[config.mk]
export PLATFORM = sky130hd
export DESIGN_NAME = pwm_mode_selector
export DESIGN_NICKNAME = d
export VERILOG_FILES = /design/src/rtl/mode_sel_pkg.sv /design/src/rtl/sel_sync.sv /design/src/rtl/lockout_gate.sv /design/src/rtl/mode_core.sv /design/src/rtl/pwm_route.sv /design/src/rtl/pwm_mode_selector.sv
export SDC_FILE = /design/constraint.sdc
export NUM_CORES = 1
export LEC_CHECK = 0
export ABC_AREA = 1
export BUFFER_PORTS_ARGS = -buffer_cell sky130_fd_sc_hd__buf_2
export CAP_MARGIN = 10
export CORE_MARGIN = 5
export CORE_UTILIZATION = 35
export CTS_CLUSTER_DIAMETER = 80
export CTS_CLUSTER_SIZE = 12
export DETAILED_ROUTE_END_ITERATION = 10
export GPL_TIMING_DRIVEN = 0
export PLACE_DENSITY = 0.54
export SYNTH_ARGS = -nofsm -noshare
export SYNTH_HDL_FRONTEND = slang
export SYNTH_SLANG_ARGS = --single-unit
[constraint.sdc]
create_clock -name clk_i -period 4.2 [get_ports clk_i]
set_input_delay 1.26 -clock clk_i [delete_from_list [all_inputs] [get_ports clk_i]]
set_output_delay 1.26 -clock clk_i [all_outputs]
set_load 0.005 [all_outputs]
[src/rtl/mode_sel_pkg.sv]
package mode_sel_pkg;
    typedef enum logic [1:0] {
        MODE_IDLE = 2'b00,
        MODE_DC   = 2'b01,
        MODE_AC   = 2'b10,
        MODE_TEST = 2'b11
    } op_mode_e;
endpackage

[src/rtl/sel_sync.sv]
module sel_sync #(
    parameter int STAGES = 2
) (
    input  logic clk_i,
    input  logic rst_i,
    input  logic async_i,
    output logic sync_o
);
    logic [STAGES-1:0] chain_d, chain_q;

    generate
        if (STAGES == 1) begin : g_one
            always_comb chain_d = async_i;
        end else begin : g_many
            always_comb chain_d = {chain_q[STAGES-2:0], async_i};
        end
    endgenerate

    always_ff @(posedge clk_i) begin
        if (rst_i) chain_q <= '0;
        else       chain_q <= chain_d;
    end

    assign sync_o = chain_q[STAGES-1];
endmodule

[src/rtl/lockout_gate.sv]
module lockout_gate #(
    parameter int LOCK_CYC = 50_000_000
) (
    input  logic clk_i,
    input  logic rst_i,
    input  logic sel_s_i,
    output logic step_o,
    output logic lock_o
);
    localparam int CW = (LOCK_CYC > 2) ? $clog2(LOCK_CYC) : 1;
    localparam logic [CW-1:0] LAST = CW'(LOCK_CYC - 1);

    typedef struct packed {
        logic          prev;
        logic          armed;
        logic [CW-1:0] cnt;
    } gate_t;

    gate_t s_d, s_q;
    logic  rise;

    always_comb begin
        s_d      = s_q;
        s_d.prev = sel_s_i;
        rise     = sel_s_i && !s_q.prev;
        if (sel_s_i) begin
            s_d.armed = 1'b0;
            s_d.cnt   = '0;
        end else if (!s_q.armed) begin
            if (s_q.cnt == LAST) begin
                s_d.armed = 1'b1;
                s_d.cnt   = '0;
            end else begin
                s_d.cnt = s_q.cnt + 1'b1;
            end
        end
    end

    always_ff @(posedge clk_i) begin
        if (rst_i) begin
            s_q.prev  <= 1'b0;
            s_q.armed <= 1'b1;
            s_q.cnt   <= '0;
        end else begin
            s_q <= s_d;
        end
    end

    assign step_o = rise && s_q.armed;
    assign lock_o = !s_q.armed;
endmodule

[src/rtl/mode_core.sv]
module mode_core
    import mode_sel_pkg::*;
#(
    parameter int TEST_CYC = 500_000_000
) (
    input  logic     clk_i,
    input  logic     rst_i,
    input  logic     step_i,
    output op_mode_e mode_o,
    output logic     use_ac_o
);
    localparam int TW = (TEST_CYC > 2) ? $clog2(TEST_CYC) : 1;
    localparam logic [TW-1:0] TLAST = TW'(TEST_CYC - 1);

    typedef struct packed {
        op_mode_e      mode;
        logic          use_ac;
        logic [TW-1:0] timer;
    } core_t;

    core_t c_d, c_q;

    always_comb begin
        c_d = c_q;
        if (c_q.mode == MODE_TEST) begin
            if (c_q.timer == TLAST) begin
                c_d.timer  = '0;
                c_d.use_ac = !c_q.use_ac;
            end else begin
                c_d.timer = c_q.timer + 1'b1;
            end
        end else begin
            c_d.timer  = '0;
            c_d.use_ac = 1'b0;
        end
        if (step_i) begin
            c_d.mode = op_mode_e'(c_q.mode + 2'd1);
            if (c_q.mode == MODE_TEST) begin
                c_d.timer  = '0;
                c_d.use_ac = 1'b0;
            end
        end
    end

    always_ff @(posedge clk_i) begin
        if (rst_i) begin
            c_q.mode   <= MODE_IDLE;
            c_q.use_ac <= 1'b0;
            c_q.timer  <= '0;
        end else begin
            c_q <= c_d;
        end
    end

    assign mode_o   = c_q.mode;
    assign use_ac_o = c_q.use_ac;
endmodule

[src/rtl/pwm_route.sv]
module pwm_route
    import mode_sel_pkg::*;
(
    input  op_mode_e mode_i,
    input  logic     use_ac_i,
    input  logic     dc_i,
    input  logic     ac_i,
    output logic     pwm_o
);
    always_comb begin
        unique case (mode_i)
            MODE_IDLE: pwm_o = 1'b0;
            MODE_DC:   pwm_o = dc_i;
            MODE_AC:   pwm_o = ac_i;
            MODE_TEST: pwm_o = use_ac_i ? ac_i : dc_i;
            default:   pwm_o = 1'b0;
        endcase
    end
endmodule

[src/rtl/pwm_mode_selector.sv]
module pwm_mode_selector
    import mode_sel_pkg::*;
#(
    parameter int LOCK_CYC = 50_000_000,
    parameter int TEST_CYC = 500_000_000,
    parameter int SYNC_STAGES = 2,
    parameter int CTRL_W = 8,
    parameter int DUTY_W = 4,
    parameter int FREQ_W = 6,
    parameter int IDX_W  = 2
) (
    input  logic              clk_i,
    input  logic              rst_i,
    input  logic              sel_i,
    input  logic [CTRL_W-1:0] ctrl_i,
    input  logic              dc_pwm_i,
    input  logic              ac_pwm_i,
    output logic              pwm_o,
    output logic [DUTY_W-1:0] duty_o,
    output logic [FREQ_W-1:0] freq_o,
    output logic [IDX_W-1:0]  index_o,
    output logic [1:0]        mode_o,
    output logic              lock_o
);
    logic     sel_s;
    logic     step;
    op_mode_e mode;
    logic     use_ac;

    sel_sync #(.STAGES(SYNC_STAGES)) u_sync (
        .clk_i(clk_i), .rst_i(rst_i), .async_i(sel_i), .sync_o(sel_s)
    );

    lockout_gate #(.LOCK_CYC(LOCK_CYC)) u_gate (
        .clk_i(clk_i), .rst_i(rst_i), .sel_s_i(sel_s),
        .step_o(step), .lock_o(lock_o)
    );

    mode_core #(.TEST_CYC(TEST_CYC)) u_core (
        .clk_i(clk_i), .rst_i(rst_i), .step_i(step),
        .mode_o(mode), .use_ac_o(use_ac)
    );

    pwm_route u_route (
        .mode_i(mode), .use_ac_i(use_ac),
        .dc_i(dc_pwm_i), .ac_i(ac_pwm_i), .pwm_o(pwm_o)
    );

    assign mode_o  = mode;
    assign duty_o  = ctrl_i[DUTY_W-1:0];
    assign freq_o  = ctrl_i[FREQ_W-1:0];
    assign index_o = ctrl_i[CTRL_W-1 -: IDX_W];
endmodule

==> Yosys cells after proc, flatten, opt, wreduce, memory -nomap -nowiden <==
Index checks and enable logic that the tools add are counted.
{ "totals": {"elab_cells": 33, "register_bits": 62, "inputBits": 13} }
{ "op_classes": {"addsub": 3, "n_eq_ne": 5, "n_reduce_logical": 7, "mux": 11} }
{ "op_table": {"columns": ["op", "count"], "rows": [
  ["2-to-1 mux 30 bit", 3],
  ["2-to-1 mux 27 bit", 2],
  ["adder 29 x 1 -> 29 bit, second input constant", 1],
  ["== test 29 bit, second input constant", 1],
  ["2-to-1 mux 29 bit", 1],
  ["adder 26 x 1 -> 26 bit, second input constant", 1],
  ["== test 26 bit, second input constant", 1],
  ["2-to-1 mux 26 bit", 1],
  ["== test 2 bit, second input constant", 2],
  ["one-hot mux 1 bit (4 select lines)", 1],
  ["zero test 1 bit", 3],
  ["2-to-1 mux 1 bit", 3],
  ["adder 2 x 1 -> 2 bit, second input constant", 1],
  ["== test 2 x 1 -> 1 bit, second input constant", 1],
  ["logical AND 1 bit", 2],
  ["zero test 2 bit", 1],
  ["OR reduction 2 bit", 1]
]} }

==> Logic depth before layout (Yosys ltp) <==
Gate-level depths: netlist of run 1.
{ "depth": {"depth_word": 5, "ltp_mapped": 10} }

==> Hierarchy <==
From an unflattened synthesis of run 1, not the netlist that was laid out.
{ "hier_totals": {"cells_unflattened": 595, "area_unflattened_um2": 3707.3} }
{ "modules_own_cells": {"columns": ["module", "instances", "seq_area_each_um2", "cells_per_inst", "area_per_inst_um2"], "rows": [
  ["mode_core", 1, 640.6, 306, 1846.8],
  ["lockout_gate", 1, 560.5, 263, 1684.1],
  ["pwm_mode_selector", 1, 0.0, 12, 90.1],
  ["sel_sync", 1, 40.0, 6, 55.1],
  ["pwm_route", 1, 0.0, 8, 31.3]
]} }

==> Worst setup path before layout of run 1 <==
No wires, ideal clock.
{ "synth_timing": {"kind": "input port to output port", "startpoint": "input ac_pwm_i", "endpoint": "output pwm_o", "arrival_ns": 1.631, "path_stages": 3, "path_slack_ns": 1.309, "required_time_ns": 2.940, "cell_sequence": "mux2_2 > nand2_1 > a31oi_1"} }
{ "synth_via": {"elab_chain_cells": 2} }
{ "synth_rtl": {"columns": ["item", "line_no", "source"], "rows": [
  ["start, declared", "pwm_mode_selector.sv:17", "input logic ac_pwm_i,"],
  ["2-to-1 mux 1 bit", "pwm_route.sv:15", "MODE_TEST: pwm_o = use_ac_i ? ac_i : dc_i;"],
  ["one-hot mux 1 bit (4 select lines) (*)", "pwm_route.sv:11", "unique case (mode_i)"],
  ["end, declared", "pwm_mode_selector.sv:18", "output logic pwm_o,"]
]} }
Every way passes the cells marked *; elsewhere a longest branch is shown, timed or not.

==> Worst setup path in the final report of run 1 <==
Ends and elaborated chain as after synthesis.

==> results of run 1 <==
## power groups by stage
| stage | Sequential [W] | Clock, W | Combinational, W |
|---|---|---|---|
| after floorplan | 0.000607 | 0 | 0.0000299 |
| after global placement | 0.000607 | 0 | 0.0000459 |
| after detailed placement | 0.000607 | 0 | 0.0000466 |
| after CTS | 0.000593 | 0.000572 | 0.0000467 |
| after global routing | 0.000594 | 0.000600 | 0.0000511 |
| final | 0.000593 | 0.000556 | 0.0000455 |
## final cells by class
type / count / area, sq um
well taps: 136 / 170
clock inverters: 7 / 80.1
fillers: 1118 / 6130
flip-flops and latches: 62 / 1240
plain buffers: 19 / 149
inverters: 80 / 300
multi-input cells: 408 / 2030
clock buffers: 9 / 124
repair buffers: 20 / 100
## placed cells by master, fill, tap and decap left out, types with 6 or more instances in the layout
| cell | Yosys | final |
|---|---|---|
| sky130_fd_sc_hd__nor3_1 | 19 | 19 |
| sky130_fd_sc_hd__nand4_1 | 15 | 15 |
| sky130_fd_sc_hd__xor2_1 | 13 | 13 |
| sky130_fd_sc_hd__a21oi_1 | 14 | 14 |
| sky130_fd_sc_hd__nor2_1 | 118 | 118 |
| sky130_fd_sc_hd__inv_2 | 6 | 6 |
| sky130_fd_sc_hd__nand3_1 | 37 | 37 |
| sky130_fd_sc_hd__ha_1 | 6 | 6 |
| sky130_fd_sc_hd__dfxtp_1 | 62 | 62 |
| sky130_fd_sc_hd__buf_4 | 14 | 14 |
| sky130_fd_sc_hd__o21ai_0 | 8 | 8 |
| sky130_fd_sc_hd__inv_1 | 72 | 72 |
| sky130_fd_sc_hd__nor2_2 | 10 | 10 |
| sky130_fd_sc_hd__clkbuf_8 | 0 | 9 |
| sky130_fd_sc_hd__nand2_2 | 8 | 8 |
| sky130_fd_sc_hd__buf_2 | 2 | 22 |
| sky130_fd_sc_hd__nand2_1 | 128 | 128 |
## kinds of logic after synthesis
logic type / after synthesis / synth area share (%)
flip-flops: 62 / 33.4
XOR/XNOR: 17 / 4.00
buffers and inverters: 99 / 12.1
adder cells (fa/ha/maj): 6 / 2.02
multiplexers: 1 / 0.303
AND/OR/NAND/NOR: 354 / 43.4
AO/OA/AOI/OAI: 30 / 4.81
## per-layer routing
layer / part of all wire, % / GRT usage [%]
met1: 48 / 18.1
met3: 3.1 / 3.37
met4: 1.0 / 4.73
met5: 0 / 0
met2: 48 / 24.6
## state kept, by name, indices dropped and copies added, names as in the netlist
| name | count |
|---|---|
| u_core.c_q | 29 |
| u_gate.s_q | 28 |
| u_core.mode_o | 2 |
| u_sync.chain_q | 2 |
| u_core.use_ac_o | 1 |
## metrics by stage
stage / total power, W / cell area, sq um
4_1_cts: 0.00121 / 4190
5_1_grt: 0.00124 / 4190
6_report: 0.00119 / 4190
3_5_place_dp: 0.000654 / 3990
3_3_place_gp: 0.000653 / 3990
2_1_floorplan: 0.000636 / 3720
## critical path, cell delays in order
cell                      delay, ns
sky130_fd_sc_hd__buf_2         0.10
sky130_fd_sc_hd__mux2_2        0.25
sky130_fd_sc_hd__nand2_1       0.06
sky130_fd_sc_hd__a31oi_1       0.07
sky130_fd_sc_hd__buf_2         0.13
## worst max path at each step
| stage | startpoint | cells past startpoint | to |
|---|---|---|---|
| final | ac_pwm_i | 5 | pwm_o |
| after global routing | dc_pwm_i | 5 | pwm_o |
| after CTS | ac_pwm_i | 5 | pwm_o |
| after detailed placement | ac_pwm_i | 5 | pwm_o |
| after global placement | ac_pwm_i | 5 | pwm_o |
| after floorplan | ac_pwm_i | 3 | pwm_o |
==> results.txt, run 1 <==
----------------------------------------------------
[Timing]
  Setup TNS ... 0 ns
  Worst-Margin Slew ... 0.434 ns
  Count of endpoints failing hold in the final timing report ... 0
  Worst slew slack as a fraction of its limit ... 70.9%
  Tightest hold margin ... 0.415 ns
  Unrepaired setup endpoints after global routing ... false
  Final Worst Setup Slack ... 1.07 ns
  Count of final max-slew check failures ... 0
  Count of final setup violators ... 0
  Fmax ... 320 MHz
  Maximum clock skew at final layout ... 0.0102 ns
  Shortest period the worst path allows ... 3.13 ns
  Part of the cycle the worst path needs ... 74.4%

[Yosys]
  Biggest area contributors in the synthesized netlist ... sky130_fd_sc_hd__dfxtp_1 33%, sky130_fd_sc_hd__nand2_1 13%, sky130_fd_sc_hd__nor2_1 12%
  Number of instances in the synthesized netlist ... 569
  FFs w/ async S/R, synth ... 0%
  Number of nets in the synthesized netlist ... 588
  Cell type contributing the most total cell area after synthesis ... sky130_fd_sc_hd__dfxtp_1
  Count of yosys warnings during synthesis ... 0
  Number of distinct library cells after synthesis ... 33
  Dominant register cell in the synthesized netlist ... sky130_fd_sc_hd__dfxtp_1
  Leading cell type by number of instances after synthesis ... sky130_fd_sc_hd__nand2_1
  #FFs+latches synth ... 62
  Top-area cell type share of the netlist area ... 33.4%
  Count of flip-flops with a built-in enable after synthesis ... 0
  Post-synthesis cell area ... 3720 sq um
  Avg Cell Area, Syn ... 6.54 sq um
  Leading post-synthesis cells by instance count ... 128 x sky130_fd_sc_hd__nand2_1, 118 x sky130_fd_sc_hd__nor2_1, 72 x sky130_fd_sc_hd__inv_1, 62 x sky130_fd_sc_hd__dfxtp_1, 37 x sky130_fd_sc_hd__nand3_1
  Share of synthesized area occupied by flip-flops and latches ... 33.4%

[Finish]
  Layout cell share with drive strength beyond 1 ... 16.0%
  Syn-to-layout area delta ... 12.7%
  Number of inserted diodes ... 0
  Final net count ... 619
  Layout Utilization ... 40.6%
  Non-Filler Instances ... 741

[Hold path]
  HP Start ... u_sync.chain_q[0]
  Number of stages on the worst hold path ... 2
  Type of the worst min-delay path ... register to register
  Worst min-delay path endpoint ... u_sync.chain_q[1]

[Clocking]
  # resized after CTS ... 0
  TritonCTS Sinks ... 62
  TritonCTS clock tree ... done
  CTS Hold Bufs ... 0
  Clock slew at the register clock pins of the worst setup and hold paths ... 0.08 ns
  Clock tree buffer depth ... 2
  CTS Buf Count ... 9
  Worst skew pair latency ... 0.35 ns
  Number of buffers inserted by post-CTS setup repair ... 0
  H-tree depth ... 3
  Cell chosen for the clock root ... sky130_fd_sc_hd__clkbuf_8

[Placement]
  HPWL Detailed ... 6.78 mm
  Number of cells after detailed placement ... 725
  Worst setup slack after placement ... 1.07 ns
  Final weighted congestion in routability-driven placement ... 0.850
  Count of buffers from port buffering ... 20

[Route]
  WL per Instance ... 11.9 um
  Drt pass-1 iters ... 4
  Average via count per standard cell ... 4.61
  Number of DRC markers after the initial detailed-route iteration ... 191
  Count of vias placed by the detailed router ... 3417
  Post-route DRC violation count ... 0
  Routed wire length ... 8.79 mm
  Antenna-violating nets left ... 0

[Worst setup path]
  Worst setup SP type ... input port
  Data arrival time at the worst-slack endpoint ... 1.87 ns
  Crit Path Max Fanout ... 2
  Launch point of the worst reg-to-reg path ... u_gate.s_q[0]
  Crit. End Element ... output port
  Data required, critical path ... 2.94 ns
  Endpoint of the most critical register-to-register path ... u_gate.s_q[19]
  Classification of the worst setup path ... input port to output port
  Reg2reg path depth ... 10
  Slack of the worst reg-to-reg path ... 2.49 ns

[Power and ir drop]
  Switching power share of the total ... 25.3%
  Maximum ir drop on the vdd rail ... 0.126 mV
  Internal power ... 0.000893 W
  P_sw ... 0.000302 W
  Logic pwr share ... 3.8%
  Power density cells ... 285 nW/um^2
  Share of total power in the clock network ... 46.5%
  Leakage Power ... 1.55 nW
  Seq pwr share ... 49.6%

[Global routing]
  Global-route wire length before repair ... 15.1 mm
  Total grt overflow ... 0
  GRT Resource Usage Total ... 14.5%
  Antenna violations before repair ... 0
  Number of global-route vias before repair ... 3276
  Maximum number of pins on one net before global-route repair ... 14

[Floorplan]
  Die area ... 12800 sq um
  DIE HEIGHT ... 113 um
  Core area ... 10300 sq um
  Num rows ... 37
  Number of ports placed on the die boundary ... 29
  Die span in x ... 113 um
  Initial cell density of the core ... 36.0%

[Job]
  Max-Cap Viols ... 0

[Status]
  Result of the run ... finished, final reports clean

----------------------------------------------------
Power figures use the tool's default switching activity.
==> run 2, diff against run 1 <==
--- a/config.mk
+++ b/config.mk
@@ -14,7 +14,7 @@
 export CTS_CLUSTER_SIZE = 12
 export DETAILED_ROUTE_END_ITERATION = 10
 export GPL_TIMING_DRIVEN = 0
-export PLACE_DENSITY = 0.54
+export PLACE_DENSITY = 0.56
 export SYNTH_ARGS = -nofsm -noshare
 export SYNTH_HDL_FRONTEND = slang
 export SYNTH_SLANG_ARGS = --single-unit
==> constraint.sdc (replaced) <==
create_clock -name clk_i -period 2.5 [get_ports clk_i]
set_input_delay 0.75 -clock clk_i [delete_from_list [all_inputs] [get_ports clk_i]]
set_output_delay 0.75 -clock clk_i [all_outputs]
set_load 0.005 [all_outputs]
==> results.txt, run 2 (synthesis gave the netlist of run 1 again) <==
----------------------------------------------------
[Job]
  Max-Cap Viols ... 0

[Route]
  Number of DRC markers after the initial detailed-route iteration ... 166
  Routed wire length ... 8.50 mm
  Post-route DRC violation count ... 0
  Antenna-violating nets left ... 0
  WL per Instance ... 11.5 um
  Count of vias placed by the detailed router ... 3391
  Drt pass-1 iters ... 4
  Average via count per standard cell ... 4.58

[Power and ir drop]
  Power density cells ... 484 nW/um^2
  Maximum ir drop on the vdd rail ... 0.307 mV
  Leakage Power ... 1.55 nW

[Floorplan]
  Die area ... 12800 sq um
  Initial cell density of the core ... 36.0%
  Core area ... 10300 sq um
  DIE HEIGHT ... 113 um
  Die span in x ... 113 um
  Num rows ... 37
  Number of ports placed on the die boundary ... 29

[Hold path]
  Number of stages on the worst hold path ... 2
  HP Start ... u_sync.chain_q[0]
  Type of the worst min-delay path ... register to register
  Worst min-delay path endpoint ... u_sync.chain_q[1]

[Timing]
  Count of final max-slew check failures ... 0
  Maximum clock skew at final layout ... 0.00555 ns
  Worst-Margin Slew ... 0.448 ns
  Setup TNS ... 0 ns
  Count of final setup violators ... 0
  Final Worst Setup Slack ... 0.399 ns
  Count of endpoints failing hold in the final timing report ... 0
  Part of the cycle the worst path needs ... 84.1%
  Unrepaired setup endpoints after global routing ... false
  Worst slew slack as a fraction of its limit ... 69.9%
  Fmax ... 476 MHz
  Shortest period the worst path allows ... 2.10 ns

[Worst setup path]
  Launch point of the worst reg-to-reg path ... u_gate.s_q[0]
  Worst setup SP type ... input port
  Classification of the worst setup path ... input port to output port
  Endpoint of the most critical register-to-register path ... u_gate.s_q[17]
  Data arrival time at the worst-slack endpoint ... 1.35 ns
  Crit Path Max Fanout ... 2
  Data required, critical path ... 1.75 ns
  Slack of the worst reg-to-reg path ... 0.79 ns
  Crit. End Element ... output port
  Reg2reg path depth ... 10

[Clocking]
  Clock tree buffer depth ... 2
  CTS Hold Bufs ... 0
  # resized after CTS ... 0
  Number of buffers inserted by post-CTS setup repair ... 0
  TritonCTS Sinks ... 62
  Cell chosen for the clock root ... sky130_fd_sc_hd__clkbuf_8
  TritonCTS clock tree ... done
  H-tree depth ... 3
  Worst skew pair latency ... 0.34 ns
  CTS Buf Count ... 9
  Clock slew at the register clock pins of the worst setup and hold paths ... 0.07 ns

[Global routing]
  Number of global-route vias before repair ... 3407
  Global-route wire length before repair ... 15.0 mm
  Total grt overflow ... 0
  GRT Resource Usage Total ... 14.3%
  Antenna violations before repair ... 0
  Maximum number of pins on one net before global-route repair ... 12

[Finish]
  Leading cell types in the layout, fill and taps excluded ... 128 x sky130_fd_sc_hd__nand2_1, 118 x sky130_fd_sc_hd__nor2_1, 72 x sky130_fd_sc_hd__inv_1
  Most common library cell in the layout ignoring fill and taps ... sky130_fd_sc_hd__nand2_1
  Layout cell share with drive strength beyond 1 ... 15.9%
  Syn-to-layout area delta ... 13.0%
  Register with the highest flop count ... u_core.c_q
  Fill cell instance count of the final layout ... 1100
  Number of inserted diodes ... 0
  Top Registers ... u_core.c_q: 29 flops, u_gate.s_q: 28 flops
  Max FFs per register ... 29
  Final net count ... 619

[Placement]
  HPWL Detailed ... 6.63 mm
  Worst setup slack after placement ... 0.395 ns
  Count of buffers from port buffering ... 20
  Final weighted congestion in routability-driven placement ... 0.862

[Status]
  Result of the run ... finished, final reports clean

----------------------------------------------------
run 2: critical path, cell delays in order:
cell	delay, ns
sky130_fd_sc_hd__buf_2	0.10
sky130_fd_sc_hd__mux2_2	0.25
sky130_fd_sc_hd__nand2_1	0.06
sky130_fd_sc_hd__a31oi_1	0.06
sky130_fd_sc_hd__buf_2	0.13
run 2: how the worst max path moves through the flow:
| stage | startpoint | slack, ns | depth (start not counted) | to |
|---|---|---|---|---|
| 2_1_floorplan | ac_pwm_i | 0.63 | 3 | pwm_o |
| 3_3_place_gp | ac_pwm_i | 0.39 | 5 | pwm_o |
| 3_5_place_dp | ac_pwm_i | 0.39 | 5 | pwm_o |
| 4_1_cts | ac_pwm_i | 0.40 | 5 | pwm_o |
| 5_1_grt | u_core.mode_o[0] | 0.31 | 4 | pwm_o |
| 6_report | ac_pwm_i | 0.40 | 5 | pwm_o |
run 2: layout make-up:
type | count | area [sq um] | area share (%)
clock buffers | 10 | 128 | 3.04
well taps | 136 | 170 | 4.05
clock inverters | 6 | 86.3 | 2.05
inverters | 80 | 300 | 7.14
multi-input cells | 408 | 2030 | 48.3
flip-flops and latches | 62 | 1240 | 29.5
plain buffers | 19 | 149 | 3.54
repair buffers | 20 | 100 | 2.38
run 2: routing by layer:
metal / wire length, um / vias to the layer above / GRT usage (%) / share of wire (%)
met2: 3950 / 55 / 24.1 / 46
met1: 4010 / 1496 / 17.3 / 47
met5: 0 / - / 0 / 0
met4: 167 / 0 / 4.49 / 2.0
li1: - / 1827 / - / -
met3: 375 / 13 / 4.49 / 4.4
run 2: per-stage QoR:
| step | util [%] | power, W | area, sq um | std cells | hold slack, ns |
|---|---|---|---|---|---|
| 4_1_cts | 40.7 | 0.00208 | 4200 | 741 | 0.406 |
| 6_report | 40.7 | 0.00203 | 4200 | 741 | 0.405 |
| 3_3_place_gp | 38.6 | 0.00110 | 3990 | 725 | 0.392 |
| 5_1_grt | 40.7 | 0.00212 | 4200 | 741 | 0.463 |
| 3_5_place_dp | 38.6 | 0.00110 | 3990 | 725 | 0.395 |
| 2_1_floorplan | - | 0.00107 | 3720 | 569 | 0.388 |
run 2: report_power, final:
part | total [W] | switching, W | internal (W)
clock | 0.000959 | 0.000399 | 0.000559
sequential | 0.000997 | 0.00000435 | 0.000993
combinational | 0.0000772 | 0.0000412 | 0.0000360
==> run 3, diff against run 2 <==
--- a/config.mk
+++ b/config.mk
@@ -5,7 +5,7 @@
 export SDC_FILE = /design/constraint.sdc
 export NUM_CORES = 1
 export LEC_CHECK = 0
-export ABC_AREA = 1
+export ABC_AREA = 0
 export BUFFER_PORTS_ARGS = -buffer_cell sky130_fd_sc_hd__buf_2
 export CAP_MARGIN = 10
 export CORE_MARGIN = 5
@@ -14,7 +14,7 @@
 export CTS_CLUSTER_SIZE = 12
 export DETAILED_ROUTE_END_ITERATION = 10
 export GPL_TIMING_DRIVEN = 0
-export PLACE_DENSITY = 0.56
+export PLACE_DENSITY = 0.57
 export SYNTH_ARGS = -nofsm -noshare
 export SYNTH_HDL_FRONTEND = slang
 export SYNTH_SLANG_ARGS = --single-unit
==> constraint.sdc (replaced) <==
create_clock -name clk_i -period 1.8 [get_ports clk_i]
set_input_delay 0.54 -clock clk_i [delete_from_list [all_inputs] [get_ports clk_i]]
set_output_delay 0.54 -clock clk_i [all_outputs]
set_load 0.005 [all_outputs]
==> results.txt, run 3 <==
----------------------------------------------------
[Status]
  Result of the run ... finished with violations
  Violated checks ... negative setup slack

[Clocking]
  Worst skew pair latency ... 0.33 ns
  TritonCTS clock tree ... done
  CTS Hold Bufs ... 0
  Cell chosen for the clock root ... sky130_fd_sc_hd__clkbuf_8
  CTS Buf Count ... 9
  H-tree depth ... 3
  TritonCTS Sinks ... 62
  Clock tree buffer depth ... 2
  Clock slew at the register clock pins of the worst setup and hold paths ... 0.07 ns

[Yosys]
  #FFs+latches synth ... 62
  Number of instances in the synthesized netlist ... 342
  Count of yosys warnings during synthesis ... 0
  FFs w/ async S/R, synth ... 0%
  Avg Cell Area, Syn ... 8.67 sq um
  Share of synthesized area occupied by flip-flops and latches ... 41.9%
  Leading post-synthesis cells by instance count ... 62 x sky130_fd_sc_hd__dfxtp_1, 62 x sky130_fd_sc_hd__nor2_1, 24 x sky130_fd_sc_hd__nand2_1, 24 x sky130_fd_sc_hd__xnor2_1, 23 x sky130_fd_sc_hd__nand3_1
  Dominant register cell in the synthesized netlist ... sky130_fd_sc_hd__dfxtp_1
  Post-synthesis cell area ... 2960 sq um
  Number of nets in the synthesized netlist ... 361
  Number of distinct library cells after synthesis ... 40
  Count of flip-flops with a built-in enable after synthesis ... 0
  Biggest area contributors in the synthesized netlist ... sky130_fd_sc_hd__dfxtp_1 42%, sky130_fd_sc_hd__nor2_1 7.9%, sky130_fd_sc_hd__xnor2_1 7.1%
  Cell type contributing the most total cell area after synthesis ... sky130_fd_sc_hd__dfxtp_1
  Top-area cell type share of the netlist area ... 41.9%

[Placement]
  Placement Cell Area ... 3200 sq um
  Count of buffers from port buffering ... 20
  Number of cells after detailed placement ... 467
  HPWL Detailed ... 4.12 mm
  Final weighted congestion in routability-driven placement ... 0.747
  Worst setup slack after placement ... -0.212 ns

[Global routing]
  Global-route wire length before repair ... 10.7 mm
  Antenna violations before repair ... 0
  Number of global-route vias before repair ... 2309
  Maximum number of pins on one net before global-route repair ... 11
  GRT Resource Usage Total ... 12.8%
  Total grt overflow ... 0

[Finish]
  Most common library cell in the layout ignoring fill and taps ... sky130_fd_sc_hd__dfxtp_1
  Register with the highest flop count ... u_core.c_q
  Layout cell share with drive strength beyond 1 ... 39.5%
  Leading cell types in the layout, fill and taps excluded ... 42 x sky130_fd_sc_hd__dfxtp_1, 32 x sky130_fd_sc_hd__nor2_1, 30 x sky130_fd_sc_hd__buf_4
  Max FFs per register ... 29
  Final non-filler cell area ... 3930 sq um
  Non-Filler Instances ... 505
  Layout Utilization ... 47.8%
  Syn-to-layout area delta ... 32.5%
  Final net count ... 415
  Number of inserted diodes ... 0
  Top Registers ... u_core.c_q: 29 flops, u_gate.s_q: 28 flops

[Job]
  Max-Cap Viols ... 0

[Floorplan]
  Core area ... 8220 sq um
  Initial cell density of the core ... 36.1%
  Num rows ... 33
  DIE HEIGHT ... 102 um
  Die span in x ... 102 um
  Number of ports placed on the die boundary ... 29
  Die area ... 10400 sq um

[Route]
  Drt pass-1 iters ... 6
  Number of DRC markers after the initial detailed-route iteration ... 90
  WL per Instance ... 12.8 um
  Average via count per standard cell ... 4.94
  Antenna-violating nets left ... 0
  Post-route DRC violation count ... 0
  Routed wire length ... 6.46 mm
  Count of vias placed by the detailed router ... 2496

[Worst setup path]
  Classification of the worst setup path ... register to register
  Crit Path Max Fanout ... 7
  Worst setup SP type ... register
  Crit. End Element ... register
  Data arrival time at the worst-slack endpoint ... 2.12 ns
  Data required, critical path ... 2.03 ns

[Timing]
  Count of final setup violators ... 47
  Part of the cycle the worst path needs ... 105%
  Count of final max-slew check failures ... 0
  Fmax ... 531 MHz
  Worst-Margin Slew ... 0.481 ns
  Shortest period the worst path allows ... 1.88 ns
  Final Worst Setup Slack ... -0.0842 ns
  Unrepaired setup endpoints after global routing ... true
  Setup TNS ... -2.86 ns
  Maximum clock skew at final layout ... 0.0110 ns
  Worst slew slack as a fraction of its limit ... 67.7%
  Count of endpoints failing hold in the final timing report ... 0

[Power and ir drop]
  Leakage Power ... 1.32 nW
  Power density cells ... 730 nW/um^2
  Maximum ir drop on the vdd rail ... 0.383 mV

[Hold path]
  Type of the worst min-delay path ... input port to register

----------------------------------------------------
run 3: area by class of cell:
cell class                 instances  area (sq um)
fill                             775          4290
multi-input combinational        253          1780
sequential                        62          1280
timing repair buffer              43           313
buffer                            20           169
clock buffer                      12           155
tap                              105           131
clock inverter                     3          67.6
inverter                           7          28.8
run 3: path summary, 6_finish.rpt:
kind	start	endpoint	slack (ns)	depth (start not counted)
max	u_core.c_q[20]	u_core.c_q[20]	-0.08	7
min	sel_i	u_sync.chain_q[0]	0.41	2
max reg2reg	u_core.c_q[20]	u_core.c_q[20]	-0.08	7
min reg2reg	u_sync.chain_q[0]	u_sync.chain_q[1]	0.44	1
run 3: logic make-up after synthesis:
group,after synthesis,synth area share (%)
buffers and inverters,27,6.04
flip-flops,62,41.9
multiplexers,1,0.338
adder cells (fa/ha/maj),6,2.53
AND/OR/NAND/NOR,176,31.0
XOR/XNOR,45,13.3
AO/OA/AOI/OAI,25,4.94
run 3: what timing repair did:
action,in CTS,in global routing
buffers inserted,9,10
endpoints found under the setup margin,48,54
hold endpoints to repair,0,0
gates resized for setup,53,57
cloned,2,2
pin swaps,19,15
run 3: report_power, final:
group          internal [W]  total, W  switching, W  leakage [nW]
registers           0.00137   0.00138    0.00000967         0.512
logic             0.0000656  0.000114     0.0000485         0.701
clock network      0.000849   0.00137      0.000524         0.109
run 3: critical path: stages, from the launching register on:
cell and delay (ns):
sky130_fd_sc_hd__dfxtp_4 0.35, sky130_fd_sc_hd__or4b_4 0.52, sky130_fd_sc_hd__nor4_4 0.30, sky130_fd_sc_hd__nand4b_1 0.16, sky130_fd_sc_hd__nand2b_1 0.11, sky130_fd_sc_hd__buf_6 0.15, sky130_fd_sc_hd__clkbuf_16 0.15, sky130_fd_sc_hd__nor2_1 0.04
run 3: routing by layer:
layer | share of wire [%] | vias up | routed length, um | GRT usage, %
li1 | - | 1276 | - | -
met1 | 48 | 1168 | 3070 | 16.7
met2 | 47 | 41 | 3030 | 20.3
met3 | 3.6 | 11 | 232 | 2.66
met4 | 1.9 | 0 | 124 | 6.05
met5 | 0 | - | 0 | 0
run 3: metrics by stage:
stage / hold slack (ns) / power [W]
final: 0.414 / 0.00287
after global routing: 0.413 / 0.00299
after CTS: 0.401 / 0.00290
after detailed placement: 0.431 / 0.00150
after global placement: 0.417 / 0.00150
after floorplan: 0.414 / 0.00147
